$ cat config.mk
export PLATFORM = sky130hd
export DESIGN_NAME = caprl_timer_chan
export DESIGN_NICKNAME = d
export VERILOG_FILES = /design/src/rtl/caprl_pkg.sv /design/src/rtl/caprl_counter.sv /design/src/rtl/caprl_capfifo.sv /design/src/rtl/caprl_status.sv /design/src/rtl/caprl_outflag.sv /design/src/rtl/caprl_timer_chan.sv
export SDC_FILE = /design/constraint.sdc
export NUM_CORES = 1
export LEC_CHECK = 0
export BUFFER_PORTS_ARGS = -buffer_cell sky130_fd_sc_hd__buf_2
export CORE_ASPECT_RATIO = 0.5
export CORE_UTILIZATION = 49
export CTS_BUF_LIST = sky130_fd_sc_hd__clkbuf_8 sky130_fd_sc_hd__clkbuf_16
export CTS_CLUSTER_SIZE = 20
export DETAILED_ROUTE_END_ITERATION = 10
export GPL_TIMING_DRIVEN = 0
export PLACE_DENSITY = 0.76
export REMOVE_ABC_BUFFERS = 1
export SLEW_MARGIN = 10
export SYNTH_ARGS = -nofsm -noshare
export SYNTH_HDL_FRONTEND = slang
export SYNTH_SLANG_ARGS = --single-unit
$ cat constraint.sdc
create_clock -name clk -period 2.1 [get_ports clk]
set_input_delay 0.105 -clock clk [delete_from_list [all_inputs] [get_ports clk]]
set_output_delay 0.105 -clock clk [all_outputs]
set_load 0.005 [all_outputs]
$ cat src/rtl/caprl_pkg.sv
package caprl_pkg;

    localparam int STS_W    = 4;
    localparam int STS_WRAP = 0;
    localparam int STS_CAP1 = 1;
    localparam int STS_CAP2 = 2;
    localparam int STS_RLD  = 3;

    typedef enum logic [1:0] {
        RLD_NONE = 2'b00,
        RLD_CAP1 = 2'b01,
        RLD_CAP2 = 2'b10,
        RLD_BOTH = 2'b11
    } reload_sel_e;

    typedef struct packed {
        logic halt;
        logic force_low;
    } dbg_act_t;

    function automatic logic reload_hit(input logic [1:0] sel,
                                        input logic c1, input logic c2);
        return (sel[0] & c1) | (sel[1] & c2);
    endfunction

    function automatic dbg_act_t dbg_decode(input logic in_dbg,
                                            input logic [1:0] ctl);
        dbg_act_t a;
        a.halt      = in_dbg & ctl[0];
        a.force_low = in_dbg & ctl[1];
        return a;
    endfunction

endpackage

$ cat src/rtl/caprl_counter.sv
module caprl_counter #(
    parameter int W = 16
) (
    input  logic         clk,
    input  logic         rst,
    input  logic         count_en,
    input  logic         halt,
    input  logic         reload,
    input  logic [W-1:0] load_val,
    output logic [W-1:0] count,
    output logic         wrap
);
    localparam logic [W-1:0] MAXV = '1;

    logic step;
    assign step = count_en & ~halt & ~reload;
    assign wrap = step & (count == MAXV);

    always_ff @(posedge clk) begin
        if (rst)
            count <= '0;
        else if (reload)
            count <= load_val;
        else if (step)
            count <= count + W'(1);
    end
endmodule

$ cat src/rtl/caprl_capfifo.sv
module caprl_capfifo #(
    parameter int W     = 16,
    parameter int DEPTH = 2,
    localparam int CW   = $clog2(DEPTH + 1)
) (
    input  logic          clk,
    input  logic          rst,
    input  logic          push,
    input  logic [W-1:0]  din,
    input  logic          pop,
    output logic [W-1:0]  dout,
    output logic [CW-1:0] level
);
    logic [W-1:0]  mem [DEPTH];
    logic          push_ok, pop_ok;
    logic [CW-1:0] wr_idx;

    assign pop_ok  = pop & (level != '0);
    assign push_ok = push & (level != CW'(DEPTH));
    assign wr_idx  = level - CW'(pop_ok);
    assign dout    = (level != '0) ? mem[0] : '0;

    for (genvar i = 0; i < DEPTH; i++) begin : g_slot
        if (i == DEPTH - 1) begin : g_last
            always_ff @(posedge clk) begin
                if (rst)
                    mem[i] <= '0;
                else if (push_ok && wr_idx == CW'(i))
                    mem[i] <= din;
                else if (pop_ok)
                    mem[i] <= '0;
            end
        end else begin : g_mid
            always_ff @(posedge clk) begin
                if (rst)
                    mem[i] <= '0;
                else if (push_ok && wr_idx == CW'(i))
                    mem[i] <= din;
                else if (pop_ok)
                    mem[i] <= mem[i+1];
            end
        end
    end

    always_ff @(posedge clk) begin
        if (rst)
            level <= '0;
        else
            level <= level + CW'(push_ok) - CW'(pop_ok);
    end
endmodule

$ cat src/rtl/caprl_status.sv
module caprl_status #(
    parameter int N = 4
) (
    input  logic         clk,
    input  logic         rst,
    input  logic [N-1:0] set_ev,
    input  logic [N-1:0] clr_w1,
    output logic [N-1:0] flags
);
    always_ff @(posedge clk) begin
        if (rst)
            flags <= '0;
        else
            flags <= (flags & ~clr_w1) | set_ev;
    end
endmodule

$ cat src/rtl/caprl_outflag.sv
module caprl_outflag (
    input  logic clk,
    input  logic rst,
    input  logic toggle,
    input  logic force_low,
    input  logic invert,
    input  logic oe_req,
    input  logic stop_mode,
    input  logic stop_oe_off,
    output logic pin,
    output logic oe
);
    logic flag_q;

    always_ff @(posedge clk) begin
        if (rst)
            flag_q <= 1'b0;
        else if (toggle)
            flag_q <= ~flag_q;
    end

    assign pin = (flag_q & ~force_low) ^ invert;
    assign oe  = oe_req & ~(stop_mode & stop_oe_off);
endmodule

$ cat src/rtl/caprl_timer_chan.sv
module caprl_timer_chan
    import caprl_pkg::*;
#(
    parameter int W     = 16,
    parameter int DEPTH = 2,
    localparam int CW   = $clog2(DEPTH + 1)
) (
    input  logic             clk,
    input  logic             rst,
    input  logic             count_en,
    input  logic             cap1_strobe,
    input  logic             cap2_strobe,
    input  logic             dbg_mode,
    input  logic             stop_mode,
    input  logic [1:0]       reload_sel,
    input  logic [1:0]       dbg_ctl,
    input  logic             stop_oe_off,
    input  logic             out_invert,
    input  logic             out_enable,
    input  logic [W-1:0]     load_val,
    input  logic             fifo1_pop,
    input  logic             fifo2_pop,
    input  logic [STS_W-1:0] sts_clr,
    output logic [W-1:0]     count,
    output logic [W-1:0]     fifo1_data,
    output logic [W-1:0]     fifo2_data,
    output logic [CW-1:0]    fifo1_cnt,
    output logic [CW-1:0]    fifo2_cnt,
    output logic             out_pin,
    output logic             out_oe,
    output logic [STS_W-1:0] sts
);
    dbg_act_t         act;
    logic             reload, wrap;
    logic [1:0]       cap_ev, cap_pop;
    logic [W-1:0]     cap_dout [2];
    logic [CW-1:0]    cap_lvl  [2];
    logic [STS_W-1:0] set_ev;

    assign act     = dbg_decode(dbg_mode, dbg_ctl);
    assign reload  = reload_hit(reload_sel, cap1_strobe, cap2_strobe);
    assign cap_ev  = {cap2_strobe, cap1_strobe};
    assign cap_pop = {fifo2_pop, fifo1_pop};

    caprl_counter #(.W(W)) u_cnt (
        .clk(clk), .rst(rst), .count_en(count_en), .halt(act.halt),
        .reload(reload), .load_val(load_val), .count(count), .wrap(wrap)
    );

    for (genvar k = 0; k < 2; k++) begin : g_cap
        caprl_capfifo #(.W(W), .DEPTH(DEPTH)) u_fifo (
            .clk(clk), .rst(rst), .push(cap_ev[k]), .din(count),
            .pop(cap_pop[k]), .dout(cap_dout[k]), .level(cap_lvl[k])
        );
    end

    assign fifo1_data = cap_dout[0];
    assign fifo2_data = cap_dout[1];
    assign fifo1_cnt  = cap_lvl[0];
    assign fifo2_cnt  = cap_lvl[1];

    always_comb begin
        set_ev           = '0;
        set_ev[STS_WRAP] = wrap;
        set_ev[STS_CAP1] = cap1_strobe;
        set_ev[STS_CAP2] = cap2_strobe;
        set_ev[STS_RLD]  = reload;
    end

    caprl_status #(.N(STS_W)) u_sts (
        .clk(clk), .rst(rst), .set_ev(set_ev), .clr_w1(sts_clr), .flags(sts)
    );

    caprl_outflag u_out (
        .clk(clk), .rst(rst), .toggle(wrap), .force_low(act.force_low),
        .invert(out_invert), .oe_req(out_enable), .stop_mode(stop_mode),
        .stop_oe_off(stop_oe_off), .pin(out_pin), .oe(out_oe)
    );
endmodule

# Word-level counts from Yosys, hierarchy flattened
# Memory sizes are Yosys's and may differ from the RTL's.
# Index checks and enable logic that the tools add are counted.
# Widths: inputs -> output; s select.
[word_totals] ff_bits=25 mem_bits_rw=64 input_bits=36 out_inout_bits=58 elab_cells=100 n_memories=2
[mem_list] memory="g_cap[0].u_fifo.mem" depth=2 word_bits=16 rd=2 rd_ports_with_merged_regs=0 wr=2 line_no="caprl_capfifo.sv:14" source="logic [W-1:0] mem [DEPTH];"
[mem_list] memory="g_cap[1].u_fifo.mem" depth=2 word_bits=16 rd=2 rd_ports_with_merged_regs=0 wr=2 line_no="caprl_capfifo.sv:14"
[op_classes] n_addsub=7 n_eq_ne=5 n_mux=40 bitwise=32 reduce_logical=9
[ops] cell="$mux 16" n=12
[ops] cell="$mux 1" n=28
[ops] cell="$add 16x1->16 const B" n=1
[ops] cell="$eq 16x16->1 const B" n=1
[ops] cell="$and 1x1->1" n=14
[ops] cell="$or 1x1->1" n=9
[ops] cell="$sub 2x1->2" n=4
[ops] cell="$reduce_bool 2->1" n=3
[ops] cell="$not 1->1" n=5
[ops] cell="$add 2x1->2" n=2
[ops] cell="$and 4x4->4" n=1
[ops] cell="$eq 2x1->1 const B" n=2
[ops] cell="$logic_and 1x1->1" n=4
[ops] cell="$logic_not 2->1" n=2
[ops] cell="$ne 2x2->1 const B" n=2
[ops] cell="$not 4->4" n=1
[ops] cell="$or 4x4->4" n=1
[ops] cell="$xor 1x1->1" n=1

# Longest topological paths before layout
[logic_depth] word_depth=10 mapped_depth=6 depth_no_buf=6

# Hierarchy
# From an unflattened synthesis, not the netlist that was laid out.
[hier_totals] hier_cells=355 area_unflattened_um2=4192.8
[by_module_without_submodules] mod="caprl_capfifo" instances=2 cells_each=112 area_each_um2=1547.7 seq_area_each_um2=1001.0
[by_module_without_submodules] mod="caprl_counter" instances=1 cells_each=106 area_each_um2=880.8 seq_area_each_um2=320.3
[by_module_without_submodules] mod="caprl_status" instances=1 cells_each=16 area_each_um2=140.1 seq_area_each_um2=80.1
[by_module_without_submodules] mod="caprl_outflag" instances=1 cells_each=6 area_each_um2=55.1 seq_area_each_um2=20.0
[by_module_without_submodules] mod="caprl_timer_chan" instances=1 cells_each=3 area_each_um2=21.3 seq_area_each_um2=0.0

# Least setup slack after synthesis
# OpenSTA, ideal clock, no wires.
[synth_path] path_type="register to register" startpoint="reg g_cap[1].u_fifo.level[1]" endpoint="mem g_cap[1].u_fifo.mem[0][0], enable pin" setup_ns=0.411 t_arrival_ns=1.934 required_time_ns=1.689 setup_slack_ns=-0.245 path_stages_with_launch=4 n_path_buf=0 period_less_slack_ns=2.345 path_cell_list="dfxtp_1 > nor2_1 > inv_1 > o21ai_0"
[synth_lines] element="from (decl)" line_no="caprl_capfifo.sv:12" source="output logic [CW-1:0] level"
[synth_lines] element="from (signal assigned)" line_no="caprl_capfifo.sv:49" source="level <= level + CW'(push_ok) - CW'(pop_ok);"
[synth_lines] element="to (decl)" line_no="caprl_capfifo.sv:14"

==> impl_metrics.yaml <==
sta:
  rsz0062_at_grt: "no"
  max-slew-margin-rel_pct: 20.8
  whs_ns: 0.0285
  slew_viol_final: 0
  timing.fmax_ghz: 0.507
  skew_ns: 0.00320
  fin_crit_sh_pct: 93.9
  worst_slew_pin_slew_ns: 1.19
  finalSetupViolations: 0
  hold_viol: 0
  fin_crit_ns: 1.97
drt:
  drc: 0
  drtAntennaViolNets: 0
  firstDrtPassIters: 4
  totalWireLength_um: 8920
  wl_per_cell_um: 15.9
  viasPerCell: 5.38
  vias: 3020
  drtIter0Drc: 188
clocking:
  clkTransAtPathRegs_ns: 0.06
  cts_sinks: 89
  tritoncts: "yes"
  ctsHoldBuffers: 0
  htree_levels: 3
  clock_path_buffers: 2
  cts_root_buf: "clkbuf_16"
  clock_latency_ns: 0.33
  cts_made_buffers: 9
global_route:
  grt_pass1_vias: 2764
  grt_pass1_wl_um: 14000
  grt_overflow: 0
  antenna_found_initial: 0
  grt_max_degree: 35
  grtUsageTotal_pct: 20.9
final_layout:
  antenna_cells: 0
  nNetsFinal: 483
  area_delta_synth_final_pct: 19.4
  drive_gt1_share_pct: 31.0
  fin_util_pct: 61.8
  fillers: 682
pwr:
  p_int_uw: 3170
  pwr-share-seq_pct: 51.8
  p_leak_uw: 0.00207
  ir_worst_vdd_mv: 0.450
  comb_power_share_pct: 10.3
  netSwitchingFraction_pct: 24.4
  p_sw_uw: 1020
  finalPower_uw: 4190
  p_per_area_mw_per_mm2: 830
  p_clk_share_pct: 37.9
critical_path:
  r2r-end: "g_cap[1].u_fifo.mem[0][6]"
  cp_data_arrival_time_ns: 2.06
  startpoint_type: "flip-flop"
  worst-r2r-setup-slack_ns: 0.13
  cp.required_ns: 2.19
  rr_worst_depth: 5
  r2r_start: "g_cap[1].u_fifo.level[1]"
  crit_fanout: 17
  end_kind: "flip-flop"
  critPathKind: "flip-flop to flip-flop"
synthesis:
  syn_area_mm2: 0.00423
  synth-edff-count: 64
  synth_seq_cells: 89
  synth_most_common_cell: "edfxtp_1"
  netlist_instances: 356
  yosys_warnings: 0
  synth_top_area_cell: "edfxtp_1"
  yosysSeqAreaShare_pct: 57.3
  ys_async_sr_fraction_pct: 0
  post-synth-top-area-fraction_pct: 45.4
  synthTopCellsByCount: "edfxtp_1 (64), nor2b_1 (39), a22o_1 (31)"
  synth.distinct_cells: 52
  avgSynthCellArea_um2: 11.9
  synth_area_leaders: "edfxtp_1 (45%), dfxtp_1 (12%), a22o_1 (6.4%), nor2b_1 (5.8%), and2_1 (4.3%)"
  ys.flop_type: "edfxtp_1"
hold_path:
  worstHoldPathCells: 3
  holdCritStartpoint: "sts_clr[0]"
  hold_end: "u_sts.flags[0]"
  hold_class: "input pin to flip-flop"
floorplanning:
  io_pins: 94
  die_w_um: 133
  dieArea_mm2: 0.00903
  num_rows: 23
  core_mm2: 0.00817
  die_y_um: 67.7
  start_util_pct: 51.7
place:
  io_buffers: 93
  place_congestion: 0.749
  hpwl_um: 6010
outcome:
  status: "complete, no violations"
run:
  maxCapViolations: 0
-- per-stage QoR --
stage | instance area, um^2 | setup TNS (ns) | setup slack (ns) | cells
5_1_grt | 5050 | 0 | 0.0182 | 561
4_1_cts | 5020 | 0 | 0.00697 | 558
6_report | 5050 | 0 | 0.128 | 561
2_1_floorplan | 4040 | -8.91 | -0.557 | 333
3_5_place_dp | 4700 | -14.87 | -0.407 | 542
3_3_place_gp | 4650 | -36.84 | -1.16 | 538
-- sequential cells by signal (all words and copies together) (netlist names) --
register / flops
u_out.flag_q: 1
g_cap.u_fifo.level: 4
g_cap.u_fifo.mem: 64
u_sts.flags: 4
u_cnt.count: 16
-- how the worst max path moves through the flow --
stage / startpoint / end / slack, ns / cells past startpoint
2_1_floorplan: g_cap[1].u_fifo.level[1] / g_cap[1].u_fifo.mem[0][0] / -0.56 / 3
3_3_place_gp: g_cap[1].u_fifo.level[1] / g_cap[1].u_fifo.mem[0][5] / -1.16 / 3
3_5_place_dp: g_cap[1].u_fifo.level[1] / g_cap[1].u_fifo.mem[1][4] / -0.41 / 4
4_1_cts: g_cap[1].u_fifo.level[1] / g_cap[1].u_fifo.mem[1][3] / 0.007 / 4
5_1_grt: g_cap[1].u_fifo.level[1] / g_cap[1].u_fifo.mem[0][5] / 0.02 / 5
6_report: g_cap[1].u_fifo.level[1] / g_cap[1].u_fifo.mem[0][6] / 0.13 / 5
-- layout by cell type (no fill, tap or decap), drive strengths merged, types with 2 or more instances in the layout --
cell type    n
and4         2
nor4         2
xor2         6
dfxtp       25
nor3b        2
buf        100
edfxtp      64
nor3         6
ha           3
a21boi       2
a22o        33
inv         10
clkinv       3
xnor2        7
nor2b       39
and2        31
a21oi       11
a22oi        4
o22ai        2
nand3        3
nor2        22
nand2       10
nand4        7
a211oi       8
nand2b       7
a311oi       5
clkbuf       9
or3          9
o21ai        6
-- power by group through the flow --
stage / clock [uW] / sequential [uW] / combinational, uW
5_1_grt: 1670 / 2190 / 486
3_5_place_dp: 0 / 2200 / 427
2_1_floorplan: 0 / 2160 / 241
4_1_cts: 1600 / 2170 / 436
6_report: 1590 / 2170 / 433
3_3_place_gp: 0 / 2200 / 406
-- area by class of cell --
class / instances / area [um^2] / share of cell area, %
Clock buffer: 9 / 225 / 4.46
Clock inverter: 7 / 76.3 / 1.51
Inverter: 8 / 30.0 / 0.595
Multi-Input combinational cell: 236 / 1630 / 32.3
Sequential cell: 89 / 2420 / 48.0
Tap cell: 112 / 140 / 2.78
Timing Repair Buffer: 100 / 522 / 10.3
-- worst max-delay path, stage by stage, from the launching register on --
cell and delay, ns:
dfxtp_1 0.41, nor2_4 0.35, inv_1 0.10, a21oi_1 0.31, o21ai_1 0.31, buf_6 0.24
-- cells by family (layout without fill, tap and decap cells) --
group / count (synthesis) / in the layout / synth area share (%)
buffers and inverters: 31 / 124 / 5.18
AO/OA/AOI/OAI: 78 / 78 / 14.3
flip-flops: 89 / 89 / 57.3
AND/OR/NAND/NOR: 142 / 142 / 19.6
adder cells (fa/ha/maj): 3 / 3 / 0.888
XOR/XNOR: 13 / 13 / 2.69
-- per-layer routing --
layer  global-route usage (%)  vias up  wire, um
met3                     6.38        8       758
li1                         -     1486         -
met4                     5.68        0        70
met5                        0        -         0
met1                     27.1     1435      3800
met2                     34.6       91      4280
-- repair_timing --
| item | 4_1_cts | 5_1_grt |
|---|---|---|
| endpoints found under the setup margin | 64 | 38 |
| buffers inserted | 0 | 3 |
| gates resized for setup | 6 | 3 |
| cloned | 0 | 0 |
| pin swaps | 0 | 1 |
No activity file was read; power rests on OpenSTA's default activity.
